## src/rtl/xing_pkg.sv

```systemverilog
package xing_pkg;

  typedef enum logic [1:0] {
    PH_HWY_GO   = 2'd0,
    PH_HWY_WARN = 2'd1,
    PH_FARM_GO  = 2'd2,
    PH_FARM_WARN = 2'd3
  } phase_t;

  // strobes from control to the interval timer
  typedef struct packed {
    logic restartTimer;
  } ctlStrobes_t;

  // status from the interval timer back to control
  typedef struct packed {
    logic shortDone;
    logic longDone;
  } tmrStatus_t;

endpackage

```

## src/rtl/xing_timer.sv

```systemverilog
module xing_timer
  import xing_pkg::*;
#(
  parameter int SHORT_TICKS = 3,
  parameter int LONG_TICKS  = 8
) (
  input  logic        clk,
  input  logic        rst,
  input  ctlStrobes_t strobes,
  output tmrStatus_t  status
);

  localparam int CNT_W = $clog2(LONG_TICKS + 1);
  localparam logic [CNT_W-1:0] SHORT_C = CNT_W'(SHORT_TICKS);
  localparam logic [CNT_W-1:0] LONG_C  = CNT_W'(LONG_TICKS);

  logic [CNT_W-1:0] tickCount;

  // counter saturates at the long limit so both flags remain set
  always_ff @(posedge clk) begin
    if (rst || strobes.restartTimer) begin
      tickCount <= '0;
    end else if (tickCount != LONG_C) begin
      tickCount <= tickCount + 1'b1;
    end
  end

  always_comb begin
    status.shortDone = (tickCount >= SHORT_C);
    status.longDone  = (tickCount >= LONG_C);
  end

  assert_short_sticky_R8: assert property (@(posedge clk) disable iff (rst)
    (status.shortDone && !strobes.restartTimer) |=> status.shortDone);

  assert_long_sticky_R8: assert property (@(posedge clk) disable iff (rst)
    (status.longDone && !strobes.restartTimer) |=> status.longDone);

  assert_restart_clears_R8: assert property (@(posedge clk) disable iff (rst)
    strobes.restartTimer |=> (!status.shortDone && !status.longDone));

endmodule

```

## src/rtl/xing_fsm.sv

```systemverilog
module xing_fsm
  import xing_pkg::*;
(
  input  logic        clk,
  input  logic        rst,
  input  logic        farmCar,
  input  tmrStatus_t  status,
  output ctlStrobes_t strobes,
  output logic [2:0]  hwyLamps,   // {green, yellow, red}
  output logic [2:0]  farmLamps   // {green, yellow, red}
);

  phase_t phase, phaseNext;

  always_comb begin
    phaseNext = phase;
    unique case (phase)
      PH_HWY_GO:    if (farmCar && status.longDone)  phaseNext = PH_HWY_WARN;
      PH_HWY_WARN:  if (status.shortDone)            phaseNext = PH_FARM_GO;
      PH_FARM_GO:   if (!farmCar || status.longDone) phaseNext = PH_FARM_WARN;
      PH_FARM_WARN: if (status.shortDone)            phaseNext = PH_HWY_GO;
      default:                                       phaseNext = PH_HWY_GO;
    endcase
  end

  // Mealy strobe: raised in the cycle that precedes any phase change
  always_comb strobes.restartTimer = (phaseNext != phase);

  always_ff @(posedge clk) begin
    if (rst) phase <= PH_HWY_GO;
    else     phase <= phaseNext;
  end

  // Moore lamp decode
  always_comb begin
    hwyLamps  = 3'b001;
    farmLamps = 3'b001;
    unique case (phase)
      PH_HWY_GO:    hwyLamps  = 3'b100;
      PH_HWY_WARN:  hwyLamps  = 3'b010;
      PH_FARM_GO:   farmLamps = 3'b100;
      PH_FARM_WARN: farmLamps = 3'b010;
      default: ;
    endcase
  end

  assert_hold_hwy_green_R2: assert property (@(posedge clk) disable iff (rst)
    (phase == PH_HWY_GO && !(farmCar && status.longDone)) |=> phase == PH_HWY_GO);

  assert_hwy_yellow_exit_R3: assert property (@(posedge clk) disable iff (rst)
    (phase == PH_HWY_WARN && status.shortDone) |=> phase == PH_FARM_GO);

  assert_farm_green_cut_R4: assert property (@(posedge clk) disable iff (rst)
    (phase == PH_FARM_GO && (!farmCar || status.longDone)) |=> phase == PH_FARM_WARN);

  assert_farm_yellow_exit_R5: assert property (@(posedge clk) disable iff (rst)
    (phase == PH_FARM_WARN && status.shortDone) |=> phase == PH_HWY_GO);

  assert_restart_on_change_R7: assert property (@(posedge clk) disable iff (rst)
    strobes.restartTimer |=> phase != $past(phase));

  assert_no_silent_change_R7: assert property (@(posedge clk) disable iff (rst)
    !strobes.restartTimer |=> $stable(phase));

endmodule

```

## src/rtl/traffic_crossing_ctrl.sv

```systemverilog
module traffic_crossing_ctrl
  import xing_pkg::*;
#(
  parameter int SHORT_TICKS = 3,
  parameter int LONG_TICKS  = 8
) (
  input  logic clk,
  input  logic rst,
  input  logic farmCar,
  output logic hwyGreen,
  output logic hwyYellow,
  output logic hwyRed,
  output logic farmGreen,
  output logic farmYellow,
  output logic farmRed,
  output logic timerStart
);

  ctlStrobes_t strobes;
  tmrStatus_t  status;
  logic [2:0]  hwyLamps;
  logic [2:0]  farmLamps;

  xing_timer #(
    .SHORT_TICKS(SHORT_TICKS),
    .LONG_TICKS (LONG_TICKS)
  ) u_timer (
    .clk    (clk),
    .rst    (rst),
    .strobes(strobes),
    .status (status)
  );

  xing_fsm u_fsm (
    .clk      (clk),
    .rst      (rst),
    .farmCar  (farmCar),
    .status   (status),
    .strobes  (strobes),
    .hwyLamps (hwyLamps),
    .farmLamps(farmLamps)
  );

  assign {hwyGreen, hwyYellow, hwyRed}    = hwyLamps;
  assign {farmGreen, farmYellow, farmRed} = farmLamps;
  assign timerStart = strobes.restartTimer;

  assert_one_lamp_each_R6: assert property (@(posedge clk)
    $onehot({hwyGreen, hwyYellow, hwyRed}) && $onehot({farmGreen, farmYellow, farmRed}));

  assert_one_road_red_R6: assert property (@(posedge clk) hwyRed || farmRed);

  assert_reset_hwy_green_R1: assert property (@(posedge clk)
    rst |=> (hwyGreen && farmRed));

endmodule

```

## config.mk

```make
export PLATFORM = sky130hd
export DESIGN_NAME = traffic_crossing_ctrl
export DESIGN_NICKNAME = d
export VERILOG_FILES = /design/src/rtl/xing_pkg.sv /design/src/rtl/xing_timer.sv /design/src/rtl/xing_fsm.sv /design/src/rtl/traffic_crossing_ctrl.sv
export SDC_FILE = /design/constraint.sdc
export NUM_CORES = 1
export LEC_CHECK = 0
export BUFFER_PORTS_ARGS = -buffer_cell sky130_fd_sc_hd__buf_2
export CAP_MARGIN = 40
export CELL_PAD_IN_SITES_DETAIL_PLACEMENT = 0
export CELL_PAD_IN_SITES_GLOBAL_PLACEMENT = 1
export CORE_AREA = 3 3 40 42
export CTS_BUF_LIST = sky130_fd_sc_hd__clkbuf_8
export DETAILED_ROUTE_END_ITERATION = 10
export DIE_AREA = 0 0 43 45
export PLACE_DENSITY_LB_ADDON = 0.1
export SLEW_MARGIN = 20
export SYNTH_ARGS = -nofsm -noshare
export SYNTH_HDL_FRONTEND = slang
export SYNTH_SLANG_ARGS = --single-unit
```

## constraint.sdc

```tcl
create_clock -name clk -period 3.85 [get_ports clk]
set_clock_uncertainty 0.2 [all_clocks]
set_input_delay 0.5775 -clock clk [delete_from_list [all_inputs] [get_ports clk]]
set_output_delay 0.5775 -clock clk [all_outputs]
set_load 0.02 [all_outputs]
```

## Yosys cells after proc, flatten, opt, wreduce, memory -nomap -nowiden

Cells that the tools add are included.

| word-level totals | value |
|---|---|
| bits in registers | 6 |
| input bits | 3 |

| operators by class | value |
|---|---|
| order comparisons | 2 |
| multiplexer cells | 7 |
| reduce and logical (&&, ||, !) cells | 5 |
| $add $sub $neg | 1 |
| equality and inequality tests | 5 |

Operator list:

| kind | count |
|---|---|
| $pmux 3 s2 | 2 |
| $mux 2 | 4 |
| $pmux 2 s4 | 1 |
| $add 4x1->4 const B | 1 |
| $eq 2x2->1 const B | 2 |
| $ge 4x2->1 const B | 1 |
| $ge 4x4->1 const B | 1 |
| $ne 4x4->1 const B | 1 |
| $eq 2x1->1 const B | 1 |
| $logic_not 2->1 | 1 |
| $logic_or 1x1->1 | 2 |
| $ne 2x2->1 | 1 |
| $logic_and 1x1->1 | 1 |
| $logic_not 1->1 | 1 |

## Longest topological paths before layout

| depth | value |
|---|---|
| depth in word-level cells | 6 |
| mapped depth | 5 |

## By module

A second synthesis with hierarchy kept.

| unflattened totals | value |
|---|---|
| cells, all modules | 39 |
| area total of the unflattened synthesis | 341.6 sq um |

Modules (own cells, without submodules):

| module | cells an instance | times used | area each (sq um) |
|---|---|---|---|
| xing_timer | 22 | 1 | 215.2 |
| xing_fsm | 17 | 1 | 126.4 |

## Worst setup path after synthesis

OpenSTA, ideal clock, no wires.

| path | value |
|---|---|
| path kind | reg2out |
| start | reg u_timer.tickCount[0] |
| end | out timerStart |
| data arrival time | 1.010 ns |
| path buffers | 0 |
| cell stages (with the launch flop) | 5 |
| path slack | 2.062 ns |
| data required time | 3.072 ns |
| cells stage by stage | dfxtp_1 ha_1 nor2_1 mux2i_1 o32a_1 |

| between the ends | value |
|---|---|
| cells in the longest elaborated chain, start to end | 5 |
| elaborated cells on any way between the ends | 10 |
| those cells by class | order compare (2); eq/ne (1); mux (5); reduce/logical (2) |

Ends and longest elaborated chain:

| item | RTL line | text |
|---|---|---|
| start: declaration | xing_timer.sv:17 | `logic [CNT_W-1:0] tickCount;` |
| start signal: assignment | xing_timer.sv:24 | `tickCount <= tickCount + 1'b1;` |
| $ge 4x4->1 | xing_timer.sv:30 | `status.longDone = (tickCount >= LONG_C);` |
| $logic_or 1x1->1 or $logic_and 1x1->1 (tied branches) | xing_fsm.sv:20, xing_fsm.sv:18 |  |
| $mux 2, on equally long branches | xing_fsm.sv:20, xing_fsm.sv:18 |  |
| $pmux 2 s4 * | xing_fsm.sv:17 | `unique case (phase)` |
| $ne 2x2->1 * | xing_fsm.sv:27 | `always_comb strobes.restartTimer = (phaseNext != phase);` |
| end: declaration | traffic_crossing_ctrl.sv:16 | `output logic timerStart` |

Mark *: on every way between the ends. The rest lies on a longest branch, timed or not.

## Final worst setup path

Ends and elaborated chain as after synthesis.

==> flow_summary.json <==
{
  "number_of_instances_resized_during_post_cts_repair": 0,
  "finalWorstPathRequiredPeriod_ps": 2142,
  "worstSetupEndpoint": "timerStart",
  "clockRootBuffer": "sky130_fd_sc_hd__clkbuf_8",
  "final-max-slew-violation-count": 0,
  "vias": 296,
  "ctsHtreeMaxLevel": 1,
  "synth-edff-count": 0,
  "actual_transition_at_the_worst_max_transition_pin_ps": 349.9,
  "drt.antenna.violating_nets": 0,
  "grtUsageTotal_pct": 8.326,
  "drtIter0Drc": 5,
  "n_antenna_cell": 0,
  "clk-insertion-delay-late_ps": 220,
  "drive_gt1_share_pct": 26.00,
  "min_path_type": "reg2reg",
  "seq_power_share_pct": 38.9,
  "cts-buffers-inserted": 3,
  "synth_simple_gate_area_share_pct": 23.19,
  "synthesis.yosys.warnings": 0,
  "power_switching_share_pct": 21.64,
  "report.final.hold_viol_count": 0,
  "total_power_uw": 181.3,
  "top_level_ports": 10,
  "routedWlPerCell_um": 10.31,
  "critPathSlowestCell": "sky130_fd_sc_hd__dfxtp_1",
  "worst_reg2reg_path_endpoint": "u_timer.tickCount[0]$_SDFFE_PP0N_",
  "critical_path_class": "reg2out",
  "grt_start_max_net_pins": 11,
  "yosys_register_bits": 6,
  "die_width_um": 43,
  "postLayoutSetupSlackWorst_ps": 1708,
  "power.combinational.fraction_pct": 9.6,
  "cts_tree": "done",
  "place.gp.congestion": 0.7119,
  "netSwitchingPower_uw": 39.25,
  "drt_drc_violations_left": 0,
  "clk_path_buf_depth": 2,
  "post_drt_via_cell_ratio": 4.554,
  "normalized_max_slew_margin_pct": 76.48,
  "finalCritPeriodShare_pct": 55.64,
  "route.final.wire_length_um": 670,
  "grt-ovfl-total": 0,
  "setup.worst_path.start_class": "flip-flop",
  "cp.depth": 5,
  "cts_post_setup_buffers_inserted": 0,
  "syn_area_per_cell_um2": 8.633,
  "finalSetupViolations": 0,
  "synth.area.mux_share_pct": 9.058,
  "timing.rr.start": "u_timer.tickCount[0]$_SDFFE_PP0N_",
  "drv.max_cap_violation_count": 0,
  "path_clk_slew_ps": 40,
  "fin_nets": 57,
  "pre_cts_slack_ps": 1920,
  "iteration_count_of_the_initial_detailed_routing_pass": 4,
  "critical_path_required_ps": 3070,
  "die_y_um": 45,
  "layout-area-overhead-vs-synth_pct": 27.17,
  "cts.sinks": 6,
  "syn_area_um2": 345.3,
  "timing.critical_path.to_type": "output pin",
  "crit_chain": "ha_1 -> nor2_1 -> mux2i_1 -> o32a_1 -> buf_2",
  "timing.critical_path.buf_inv": 1,
  "leakage_uw": 0.0002089,
  "p_int_uw": 142.1,
  "synth-seq-area-share_pct": 34.78,
  "max_clock_freq_mhz": 466.8,
  "crit_family": "flip-flops",
  "rr_worst_depth": 4,
  "core-area_um2": 1285,
  "rsz0062_at_grt": "no",
  "cts_hold_buf": 0,
  "dieArea_um2": 1935,
  "syn_nets": 45,
  "synth_cell_type_count": 22,
  "power.ir.vdd_worst_mv": 0.1629,
  "grt_pass1_vias": 267,
  "crit_start": "u_timer.tickCount[0]$_SDFFE_PP0N_",
  "number_of_port_buffers": 9,
  "hold_ws_ps": 349.9,
  "finalSetupTns_ps": 0,
  "synth_top_family_by_area": "simple AND/OR/NAND/NOR gates",
  "start_util_pct": 26.87,
  "yosys.area_share.adder_pct": 7.246,
  "rows": 13,
  "slowest_delay_ps": 380,
  "crit_arrival_ps": 1360,
  "postSynth.asyncResetShare_pct": 0,
  "timing.critical_path.fanout_max": 4,
  "pwr-share-clk_pct": 51.5,
  "reg2reg_slack_ps": 2170,
  "synth_cells": 40,
  "synth_xor_area_share_pct": 10.14,
  "status": "complete, no violations",
  "ys_dominant_reg_cell": "sky130_fd_sc_hd__dfxtp_1",
  "global_route_wire_length_before_repair_mm": 1.104,
  "antenna_found_initial": 0,
  "compound_gate_portion_of_the_synthesized_area_pct": 9.058,
  "power.density_nw_per_um2": 412.9
}
Yosys cell counts (2+ instances only):
master / instances / share of area (%)
sky130_fd_sc_hd__nor2_1: 8 / 8.7
sky130_fd_sc_hd__xnor2_1: 2 / 5.1
sky130_fd_sc_hd__xor2_1: 2 / 5.1
sky130_fd_sc_hd__dfxtp_1: 6 / 35
sky130_fd_sc_hd__mux2i_1: 2 / 5.8
sky130_fd_sc_hd__inv_1: 3 / 3.3
sky130_fd_sc_hd__ha_1: 2 / 7.2
power by group through the flow:
stage | clock network (uW) | registers, uW | logic (uW)
4_1_cts | 96.0 | 70.6 | 17.7
2_1_floorplan | 0 | 70.4 | 13.7
6_report | 93.3 | 70.6 | 17.4
3_5_place_dp | 0 | 71.6 | 17.7
5_1_grt | 101 | 71.5 | 20.1
3_3_place_gp | 0 | 71.3 | 17.2
worst register-to-register path, delay by kind of cell, from the launching register on:
family | cells | cell delay (ps)
AOI/OAI and AO/OA | 1 | 240
adders and majority gates | 1 | 260
DFF | 1 | 330
and+or+nand+nor | 2 | 580
cell families (layout without fill, tap and decap cells):
family                     after synthesis  after routing
and+or+nand+nor                         16             16
buffers and inverters                    5             15
AOI/OAI and AO/OA                        4              4
adders and majority gates                2              2
DFF                                      6              6
muxes                                    3              3
xor gates and xnor gates                 4              4
cells in the final DEF, fill, tap and decap left out, types with 2 or more instances in the layout:
cell type,instances
sky130_fd_sc_hd__xnor2_1,2
sky130_fd_sc_hd__inv_1,3
sky130_fd_sc_hd__buf_2,9
sky130_fd_sc_hd__xor2_1,2
sky130_fd_sc_hd__mux2i_1,2
sky130_fd_sc_hd__ha_1,2
sky130_fd_sc_hd__clkbuf_8,3
sky130_fd_sc_hd__nor2_1,8
sky130_fd_sc_hd__dfxtp_1,6
flip-flops by register name, indices dropped and copies added, names as in the netlist:
| signal | count |
|---|---|
| u_fsm.phase | 2 |
| u_timer.tickCount | 4 |
per-stage QoR:
step / std cells / cell area, um^2 / utilization, %
3_3_place_gp: 62 / 397.9 / 30.96
2_1_floorplan: 40 / 345.3 / -
4_1_cts: 65 / 439.2 / 34.18
3_5_place_dp: 62 / 397.9 / 30.96
5_1_grt: 65 / 439.2 / 34.18
6_report: 65 / 439.2 / 34.18
final cells by class:
cell class | instances | area (um^2)
Sequential cell | 6 | 120.1
Clock buffer | 3 | 41.29
Inverter | 3 | 11.26
Fill cell | 131 | 845.8
Tap cell | 15 | 18.77
Multi-Input combinational cell | 29 | 202.7
Timing Repair Buffer | 9 | 45.04
metal layers:
metal  share of wire, %  vias to the layer above  GRT usage [%]
met2                 46                        9          11.68
met3                7.8                        4          3.586
met1                 43                      129          9.639
met5                  0                        -              0
met4                2.5                        0          7.229
li1                   -                      154              -
worst min path at each step:
stage                                      start                                end  slack (ps)  cells after the start
6_report       u_timer.tickCount[1]$_SDFFE_PP0N_  u_timer.tickCount[1]$_SDFFE_PP0N_         350                      2
5_1_grt                                      rst          u_fsm.phase[1]$_SDFF_PP0_         360                      2
4_1_cts                                      rst          u_fsm.phase[0]$_SDFF_PP0_         360                      2
3_5_place_dp   u_timer.tickCount[1]$_SDFFE_PP0N_  u_timer.tickCount[1]$_SDFFE_PP0N_         350                      2
3_3_place_gp   u_timer.tickCount[1]$_SDFFE_PP0N_  u_timer.tickCount[1]$_SDFFE_PP0N_         330                      2
2_1_floorplan  u_timer.tickCount[1]$_SDFFE_PP0N_  u_timer.tickCount[1]$_SDFFE_PP0N_         310                      2
No activity file was read; power rests on OpenSTA's default activity.
